==> config.mk <==
export PLATFORM = sky130hd
export DESIGN_NAME = vid_shadow_bank
export DESIGN_NICKNAME = d
export VERILOG_FILES = /design/src/rtl/vsb_pkg.sv /design/src/rtl/vsb_vsync_edge.sv /design/src/rtl/vsb_shadow.sv /design/src/rtl/vsb_active.sv /design/src/rtl/vid_shadow_bank.sv
export SDC_FILE = /design/constraint.sdc
export NUM_CORES = 1
export LEC_CHECK = 0
export BUFFER_PORTS_ARGS = -buffer_cell sky130_fd_sc_hd__clkbuf_2
export CORE_UTILIZATION = 60
export DETAILED_ROUTE_END_ITERATION = 7
export PLACE_DENSITY = 0.85
export SLEW_MARGIN = 20
export SYNTH_ARGS = -nofsm -noshare
export SYNTH_HDL_FRONTEND = slang
export SYNTH_SLANG_ARGS = --single-unit
==> constraint.sdc <==
create_clock -name clk -period 3.05 [get_ports clk]
set_input_delay 0.4575 -clock clk [delete_from_list [all_inputs] [get_ports clk]]
set_output_delay 0.4575 -clock clk [all_outputs]
set_load 0.05 [all_outputs]
==> src/rtl/vsb_pkg.sv <==
package vsb_pkg;
  localparam int NREG      = 8;
  localparam int ADDR_W    = 3;
  localparam int CTRL_IDX  = 7;
  localparam int GAMMA_BIT = 0;
  localparam int DBUF_BIT  = 1;
endpackage

==> src/rtl/vsb_vsync_edge.sv <==
module vsb_vsync_edge #(
  parameter int STAGES = 2
) (
  input  logic clk,
  input  logic rst,
  input  logic vsync_i,
  output logic fall_o
);
  logic [STAGES:0] pipe;

  always_ff @(posedge clk) begin
    if (rst) pipe <= '0;
    else     pipe <= {pipe[STAGES-1:0], vsync_i};
  end

  assign fall_o = pipe[STAGES] & ~pipe[STAGES-1];

  assert_one_cycle_pulse_R5: assert property (@(posedge clk) disable iff (rst)
    fall_o |=> !fall_o);
endmodule

==> src/rtl/vsb_shadow.sv <==
module vsb_shadow
  import vsb_pkg::*;
#(
  parameter int DATA_W = 8,
  parameter logic [NREG*DATA_W-1:0] DEFLT = '0,
  parameter logic [NREG*DATA_W-1:0] MASK  = '1
) (
  input  logic                     clk,
  input  logic                     rst,
  input  logic                     wr_en_i,
  input  logic [ADDR_W-1:0]        wr_addr_i,
  input  logic [DATA_W-1:0]        wr_data_i,
  input  logic [ADDR_W-1:0]        rd_addr_i,
  output logic [DATA_W-1:0]        rd_data_o,
  output logic [NREG*DATA_W-1:0]   shd_flat_o
);
  logic [DATA_W-1:0] shd [NREG];

  for (genvar i = 0; i < NREG; i++) begin : g_reg
    always_ff @(posedge clk) begin
      if (rst)
        shd[i] <= DEFLT[i*DATA_W +: DATA_W];
      else if (wr_en_i && wr_addr_i == ADDR_W'(i))
        shd[i] <= wr_data_i & MASK[i*DATA_W +: DATA_W];
    end
    assign shd_flat_o[i*DATA_W +: DATA_W] = shd[i];
  end

  always_ff @(posedge clk) begin
    if (rst) rd_data_o <= '0;
    else     rd_data_o <= shd[rd_addr_i];
  end

  assert_read_shadow_R8: assert property (@(posedge clk) disable iff (rst)
    !(wr_en_i && wr_addr_i == rd_addr_i) |=> rd_data_o == shd[$past(rd_addr_i)]);
endmodule

==> src/rtl/vsb_active.sv <==
module vsb_active
  import vsb_pkg::*;
#(
  parameter int DATA_W = 8,
  parameter logic [NREG*DATA_W-1:0] DEFLT = '0,
  parameter logic [NREG*DATA_W-1:0] MASK  = '1
) (
  input  logic                   clk,
  input  logic                   rst,
  input  logic                   wr_en_i,
  input  logic [ADDR_W-1:0]      wr_addr_i,
  input  logic [DATA_W-1:0]      wr_data_i,
  input  logic                   dbuf_en_i,
  input  logic                   load_all_i,
  input  logic [NREG*DATA_W-1:0] shd_flat_i,
  output logic [NREG*DATA_W-1:0] act_flat_o
);
  logic [DATA_W-1:0] act [NREG];
  logic [DATA_W-1:0] msk [NREG];

  for (genvar i = 0; i < NREG; i++) begin : g_reg
    assign msk[i] = MASK[i*DATA_W +: DATA_W];
    always_ff @(posedge clk) begin
      if (rst)
        act[i] <= DEFLT[i*DATA_W +: DATA_W];
      else if (!dbuf_en_i && wr_en_i && wr_addr_i == ADDR_W'(i))
        act[i] <= wr_data_i & msk[i];
      else if (load_all_i)
        act[i] <= shd_flat_i[i*DATA_W +: DATA_W] & msk[i];
    end
    assign act_flat_o[i*DATA_W +: DATA_W] = act[i];
  end

  assert_buffered_hold_R4: assert property (@(posedge clk) disable iff (rst)
    (dbuf_en_i && !load_all_i) |=> $stable(act_flat_o));

  assert_direct_write_R3: assert property (@(posedge clk) disable iff (rst)
    (!dbuf_en_i && wr_en_i) |=>
      act[$past(wr_addr_i)] == ($past(wr_data_i) & msk[$past(wr_addr_i)]));
endmodule

==> src/rtl/vid_shadow_bank.sv <==
module vid_shadow_bank
  import vsb_pkg::*;
#(
  parameter int DATA_W    = 8,
  parameter int SYNC_STGS = 2
) (
  input  logic              clk,
  input  logic              rst,
  input  logic              wr_en_i,
  input  logic [2:0]        wr_addr_i,
  input  logic [DATA_W-1:0] wr_data_i,
  input  logic [2:0]        rd_addr_i,
  output logic [DATA_W-1:0] rd_data_o,
  input  logic              vsync_i,
  output logic [DATA_W-1:0] cc_lo_o,
  output logic [DATA_W-1:0] cc_hi_o,
  output logic [DATA_W-1:0] bright_o,
  output logic [DATA_W-1:0] uscale_o,
  output logic [DATA_W-1:0] vscale_o,
  output logic [DATA_W-1:0] contrast_o,
  output logic [DATA_W-1:0] hue_o,
  output logic              gamma_sel_o,
  output logic              dbuf_on_o
);
  localparam logic [DATA_W-1:0] MID  = DATA_W'(1) << (DATA_W-1);
  localparam logic [DATA_W-1:0] ZERO = '0;
  localparam logic [DATA_W-1:0] ONES = '1;
  localparam logic [DATA_W-1:0] CTRL_SHD_M = DATA_W'(3);
  localparam logic [DATA_W-1:0] CTRL_ACT_M = DATA_W'(1);
  localparam logic [NREG*DATA_W-1:0] DEFLT =
    {ZERO, ZERO, MID, MID, MID, ZERO, ZERO, ZERO};
  localparam logic [NREG*DATA_W-1:0] SHD_MASK =
    {CTRL_SHD_M, ONES, ONES, ONES, ONES, ONES, ONES, ONES};
  localparam logic [NREG*DATA_W-1:0] ACT_MASK =
    {CTRL_ACT_M, ONES, ONES, ONES, ONES, ONES, ONES, ONES};

  logic [NREG*DATA_W-1:0] shd_flat, act_flat;
  logic fall, dbuf_en, dbuf_q, load_all;

  vsb_vsync_edge #(.STAGES(SYNC_STGS)) u_edge (
    .clk(clk), .rst(rst), .vsync_i(vsync_i), .fall_o(fall));

  vsb_shadow #(.DATA_W(DATA_W), .DEFLT(DEFLT), .MASK(SHD_MASK)) u_shd (
    .clk(clk), .rst(rst), .wr_en_i(wr_en_i), .wr_addr_i(wr_addr_i),
    .wr_data_i(wr_data_i), .rd_addr_i(rd_addr_i), .rd_data_o(rd_data_o),
    .shd_flat_o(shd_flat));

  assign dbuf_en = shd_flat[CTRL_IDX*DATA_W + DBUF_BIT];

  always_ff @(posedge clk) begin
    if (rst) dbuf_q <= 1'b0;
    else     dbuf_q <= dbuf_en;
  end

  assign load_all = (dbuf_en & fall) | (dbuf_q & ~dbuf_en);

  vsb_active #(.DATA_W(DATA_W), .DEFLT(DEFLT), .MASK(ACT_MASK)) u_act (
    .clk(clk), .rst(rst), .wr_en_i(wr_en_i), .wr_addr_i(wr_addr_i),
    .wr_data_i(wr_data_i), .dbuf_en_i(dbuf_en), .load_all_i(load_all),
    .shd_flat_i(shd_flat), .act_flat_o(act_flat));

  assign cc_lo_o     = act_flat[0*DATA_W +: DATA_W];
  assign cc_hi_o     = act_flat[1*DATA_W +: DATA_W];
  assign bright_o    = act_flat[2*DATA_W +: DATA_W];
  assign uscale_o    = act_flat[3*DATA_W +: DATA_W];
  assign vscale_o    = act_flat[4*DATA_W +: DATA_W];
  assign contrast_o  = act_flat[5*DATA_W +: DATA_W];
  assign hue_o       = act_flat[6*DATA_W +: DATA_W];
  assign gamma_sel_o = act_flat[CTRL_IDX*DATA_W + GAMMA_BIT];
  assign dbuf_on_o   = dbuf_en;

  assert_field_load_R5: assert property (@(posedge clk) disable iff (rst)
    (dbuf_en && fall) |=> act_flat == ($past(shd_flat) & ACT_MASK));

  assert_flush_on_disable_R7: assert property (@(posedge clk) disable iff (rst)
    (dbuf_q && !dbuf_en && !wr_en_i) |=> act_flat == ($past(shd_flat) & ACT_MASK));
endmodule

==> impl_metrics.csv, run 1 <==
group,metric,value,unit
yosys,synth_warnings,0,
clock_network,postCtsSetupBuffers,0,
global_routing,grtUsageTotal,0.306,
timing,setup_viol,0,
floorplanning,num_rows,35,
clock_network,clockBufferDepth,2,
yosys,syn_nets,406,
timing,rsz0062_at_grt,"false",
critical_path,critPathRequiredTime,3.27,ns
yosys,yosysTopAreaCell,"edfxtp_1",
global_routing,antenna_found_initial,0,
critical_path,crit_arrival,2.53,ns
clock_network,postCtsHoldBufs,0,
yosys,ys.flop_type,"edfxtp_1",
floorplanning,fp.coreArea,0.00920,mm^2
timing,fmax,433,MHz
power_and_ir_drop,p_leak,2.61,nW
timing,final.setup.tns,0,ns
job,cap_violations,0,
yosys,yosys-top-cells-count,"edfxtp_1, a22o_1, and2_1",
yosys,yosysTopAreaCellShare,0.608,
yosys,synth_seq_cells,127,
placed_design,dp_hpwl,9.45,mm
timing,finClkSkew,0.0104,ns
clock_network,clk_latency,0.52,ns
critical_path,cpPeakStageDelay,0.75,ns
yosys,synth_area,0.00568,mm^2
detailed_routing,via_count,3884,
timing,maxSlewHeadroom,0.485,
timing,period_share,0.757,
min_path,hold_class,"input port to flop",
critical_path,start_kind,"flop",
clock_network,cts_buffers,17,
cells_and_area,syn_to_final_growth,18.2,%
critical_path,cp_slowest_cell,"a221oi_2",
global_routing,grt_pass1_vias,3745,
critical_path,path_class,"flop to flop",
yosys,synthTopCellsByArea,"edfxtp_1, a22o_1, and2_1",
floorplanning,pin_count,84,
critical_path,critical_path.endpoint_type,"flop",
yosys,synth-async-reset-ratio,0,
critical_path,crit_chain,"nand2b_1 > a221oi_2 > a22oi_1",
placed_design,gp_congestion,0.918,
detailed_routing,via_per_inst,6.56,
critical_path,path_max_fanout,14,
power_and_ir_drop,power,4.66,mW
clock_network,cts_tree,"built",
clock_network,clkSinkCount,127,
placed_design,portBuffers,83,
cells_and_area,nets,486,
yosys,yosys.cell_count.top_type,"edfxtp_1",
floorplanning,initial_utilization,0.618,
clock_network,cts_resized,0,
timing,hold_viol,0,
floorplanning,die_area,0.00986,mm^2
cells_and_area,instances_no_fill,592,
yosys,syn_avg_cell_area,14.6,um^2
timing,finalMaxSlewViolations,0,
detailed_routing,routed_wirelength,14.1,mm
global_routing,grt_max_degree,23,
floorplanning,die_w,99.3,um
global_routing,use_met2,0.448,
floorplanning,dieHeight,99.3,um
run_status,status,"completed",
detailed_routing,wl_per_cell,23.8,um
global_routing,use_met1,0.433,
global_routing,grt_overflow_total,0,
yosys,synth_cell_types,43,
clock_network,path_clk_slew,0.06,ns
yosys,yosysSeqAreaShare,0.650,
yosys,synth_edf_count,115,
global_routing,busiest_layer,"met2",
yosys,synthCells,388,
cells_and_area,drive_gt1_frac,0.322,
timing,fin_crit,2.31,ns
power_and_ir_drop,powerDensity,694,mW/mm^2
clock_network,root_buffer,"clkbuf_8",
detailed_routing,route.detailed.drc,0,
clock_network,ctsHtreeMaxLevel,4,
detailed_routing,drt_pass1_iterations,5,
global_routing,use_met3,0.0843,
power_and_ir_drop,ir_drop,0.000376,V
detailed_routing,drt_iter0_drc,459,
global_routing,grt_pass1_wl,21.6,mm
timing,tightest_slew,0.773,ns
placed_design,placedCellCount,560,
detailed_routing,postRouteAntennaNets,0,
cells_and_area,diodes,0,
flip-flops by register name, summed over array words and instances, names as in the netlist:
signal,cells
u_shd.rd_data_o,8
u_shd.shd,58
u_act.act,57
dbuf_q,1
u_edge.pipe,3
per-layer routing:
layer,share of wire,wire length (um),up-vias
li1,-,-,1664
met1,0.41,5720,1881
met2,0.45,6310,301
met3,0.11,1540,38
met4,0.037,516,0
met5,0,0,-
cell families after synthesis:
group                  count (synthesis)  synth area share
AND/OR/NAND/NOR                      136             0.144
flip-flops                           127             0.650
AO/OA/AOI/OAI                         80             0.128
buffers and inverters                 27            0.0242
multiplexers                          18            0.0537
where the power goes:
group	total, mW	leakage (nW)	switching (mW)	internal, mW
registers	2.09	1.26	0.0641	2.03
clock network	2.02	0.288	0.753	1.27
logic	0.551	1.07	0.422	0.130
total	4.66	2.61	1.24	3.42
worst max-delay path, delay by kind of cell, from the launching register on:
kind / cells / cell delay [ns]
AOI/OAI and AO/OA: 2 / 1.00
and+or+nand+nor: 1 / 0.43
DFF: 1 / 0.59
cell type report:
type | instances | area (um^2)
clock buffer | 19 | 432
tap | 111 | 139
timing repair buffer | 84 | 423
multi-input combinational | 234 | 1850
fill | 563 | 2480
sequential | 127 | 3690
clock inverter | 13 | 164
inverter | 4 | 15.0
cell usage in the layout (no fill, tap or decap), types with 7 or more instances in the layout:
master | netlist | final
a221oi_2 | 7 | 7
a22o_1 | 53 | 53
and2_1 | 52 | 52
clkbuf_16 | 0 | 16
clkbuf_2 | 0 | 83
dfxtp_1 | 12 | 12
edfxtp_1 | 115 | 115
mux2i_1 | 8 | 8
mux4_2 | 10 | 10
nand2_1 | 24 | 24
nor2_1 | 15 | 15
nor2b_1 | 9 | 9
per-stage QoR:
step | area, um^2 | setup slack (ns) | hold slack [ns] | util
CTS | 6720 | 0.807 | 0.151 | 0.730
finish | 6720 | 0.741 | 0.156 | 0.730
detailed placement | 6120 | 0.798 | 0.428 | 0.666
floorplan | 5680 | 1.11 | 0.414 | -
global placement | 6120 | 0.923 | 0.426 | 0.666
global route | 6720 | 0.657 | 0.152 | 0.730
worst paths after layout:
check	from	end	slack [ns]	depth (start not counted)
worst min-delay path	vsync_i	u_edge.pipe[0]	0.16	2
worst min register to register	u_edge.pipe[0]	u_edge.pipe[1]	0.44	1
worst max register to register	u_shd.shd[7][1]	u_act.act[1][15]	0.74	3
worst max-delay path	u_shd.shd[7][1]	u_act.act[1][15]	0.74	3
No activity file was read; power rests on OpenSTA's default activity.
==> run 2: changes to the inputs <==
--- a/config.mk
+++ b/config.mk
@@ -6,9 +6,9 @@
 export NUM_CORES = 1
 export LEC_CHECK = 0
 export BUFFER_PORTS_ARGS = -buffer_cell sky130_fd_sc_hd__clkbuf_2
-export CORE_UTILIZATION = 60
+export CORE_UTILIZATION = 51
 export DETAILED_ROUTE_END_ITERATION = 7
-export PLACE_DENSITY = 0.85
+export PLACE_DENSITY = 0.77
 export SLEW_MARGIN = 20
 export SYNTH_ARGS = -nofsm -noshare
 export SYNTH_HDL_FRONTEND = slang
==> constraint.sdc (replaced) <==
create_clock -name clk -period 2.1 [get_ports clk]
set_input_delay 0.315 -clock clk [delete_from_list [all_inputs] [get_ports clk]]
set_output_delay 0.315 -clock clk [all_outputs]
set_load 0.05 [all_outputs]
==> run 2 against run 1 <==
Compared with the run above: global-route usage shrank 5.8 points; clock power rose by 30%; register-to-register slack got worse by 0.62 ns; total power is 39% higher; critical endpoint is now u_act.act[0][31]; largest cell class unchanged; highest routed layer unchanged.
==> impl_metrics.csv, run 2 (synthesis gave the netlist of run 1 again) <==
group,metric,value,unit
cells_and_area,nFillCells,784,
clock_network,cts_tree,"built",
floorplanning,die_area,0.0116,mm^2
clock_network,root_buffer,"clkbuf_8",
detailed_routing,via_count,3848,
timing,tightest_slew,0.594,ns
clock_network,clk_latency,0.53,ns
global_routing,grt_pass1_wl,20.4,mm
run_status,status,"completed",
critical_path,path_class,"flop to flop",
power_and_ir_drop,powerDensity,953,mW/mm^2
clock_network,clockBufferDepth,2,
cells_and_area,final_cell_mix,"edfxtp_1, clkbuf_2, a22o_1, and2_1, nand2_1",
floorplanning,pin_count,84,
cells_and_area,syn_to_final_growth,19.7,%
power_and_ir_drop,ir_drop,0.000626,V
detailed_routing,drt_pass1_iterations,5,
power_and_ir_drop,power,6.48,mW
timing,fmax,505,MHz
detailed_routing,via_per_inst,6.08,
min_path,hold_class,"input port to flop",
critical_path,critPathRequiredTime,2.35,ns
timing,fin_crit,1.98,ns
global_routing,grtUsageTotal,0.249,
floorplanning,fp.coreArea,0.0108,mm^2
floorplanning,initial_utilization,0.524,
timing,rsz0062_at_grt,"false",
cells_and_area,nets,499,
cells_and_area,drive_gt1_frac,0.325,
power_and_ir_drop,p_leak,2.66,nW
critical_path,reg2reg_depth,3,
timing,final.setup.tns,0,ns
placed_design,post_dp_cell_area,0.00625,mm^2
timing,period_share,0.942,
detailed_routing,postRouteAntennaNets,0,
timing,finalMaxSlewViolations,0,
cells_and_area,top_regs,"u_shd.shd (58), u_act.act (57), u_shd.rd_data_o (8)",
cells_and_area,diodes,0,
timing,setup_viol,0,
placed_design,dp_hpwl,9.18,mm
global_routing,grt_overflow_total,0,
timing,hold_viol,0,
clock_network,clkSinkCount,127,
cells_and_area,instances_no_fill,633,
detailed_routing,wl_per_cell,21.3,um
cells_and_area,largest_reg_flops,58,
floorplanning,die_w,108,um
placed_design,portBuffers,83,
placed_design,placedCellCount,601,
timing,maxSlewHeadroom,0.604,
global_routing,antenna_found_initial,0,
critical_path,crit_arrival,2.23,ns
cells_and_area,final_cell_area,0.00680,mm^2
cells_and_area,top_register,"u_shd.shd",
placed_design,gp_congestion,0.901,
global_routing,grt_pass1_vias,3716,
clock_network,cts_buffers,17,
timing,finClkSkew,0.00707,ns
min_path,hold_depth,2,
detailed_routing,route.detailed.drc,0,
critical_path,critical_path.endpoint_type,"flop",
floorplanning,dieHeight,108,um
clock_network,path_clk_slew,0.06,ns
clock_network,ctsHtreeMaxLevel,4,
critical_path,start_kind,"flop",
detailed_routing,routed_wirelength,13.5,mm
critical_path,path_max_fanout,8,
global_routing,grt_max_degree,23,
critical_path,reg2reg_slack,0.12,ns
cells_and_area,final_common_cell,"edfxtp_1",
detailed_routing,drt_iter0_drc,408,
job,cap_violations,0,
floorplanning,num_rows,38,
[run 2: cell count changes in the layout (fill, tap and decap cells not counted), sizes merged]
cell	previous run	this run
inv	4	3
buf	1	13
clkbuf	102	104
clkinvlp	2	0
bufinv	3	2
dlygate4sd3	0	1
clkinv	8	9
[run 2: path summary, 6_finish.rpt]
| check | start | to |
|---|---|---|
| worst max-delay path | u_shd.shd[7][1] | u_act.act[0][31] |
| worst min-delay path | rst | u_edge.pipe[0] |
| worst max register to register | u_shd.shd[7][1] | u_act.act[0][31] |
| worst min register to register | u_edge.pipe[0] | u_edge.pipe[1] |
[run 2: layout make-up]
| type | instances | area [um^2] | share of cell area |
|---|---|---|---|
| flip-flops and latches | 127 | 3690 | 0.543 |
| well taps | 140 | 175 | 0.0258 |
| inverters | 4 | 15.0 | 0.00221 |
| multi-input cells | 234 | 1870 | 0.275 |
| clock buffers | 21 | 429 | 0.0631 |
| repair buffers | 97 | 523 | 0.0769 |
| clock inverters | 10 | 96.3 | 0.0142 |
[run 2: repair_timing]
action                                  in CTS  in global routing
endpoints found under the hold margin        1                  0
endpoints found under the setup margin       0                 46
hold buffers                                 1                  0
gates resized for setup                      0                  2
buffers inserted                             0                  0
[run 2: worst max-delay path, stage by stage (launching register included)]
cell and delay (ns):
edfxtp_1 0.47, nand2b_1 0.42, a221oi_2 0.64, a22oi_1 0.17
[run 2: routing by layer]
metal | track usage | up-vias | wire (um)
li1 | - | 1690 | -
met1 | 0.327 | 1845 | 5100
met2 | 0.373 | 266 | 6220
met3 | 0.0575 | 47 | 1510
met4 | 0.156 | 0 | 650
met5 | 0 | - | 0
[run 2: report_power, final]
group / internal, mW / total [mW] / switching (mW)
clock network: 1.65 / 2.63 / 0.978
logic: 0.204 / 0.822 / 0.618
registers: 2.94 / 3.03 / 0.0837
[run 2: through the flow]
step,hold WS [ns],setup slack [ns],utilization
2_1_floorplan,0.414,0.162,-
3_3_place_gp,0.429,0.217,0.576
3_5_place_dp,0.430,0.0593,0.576
4_1_cts,0.119,0.0666,0.626
5_1_grt,0.155,0.0154,0.627
6_report,0.155,0.121,0.627
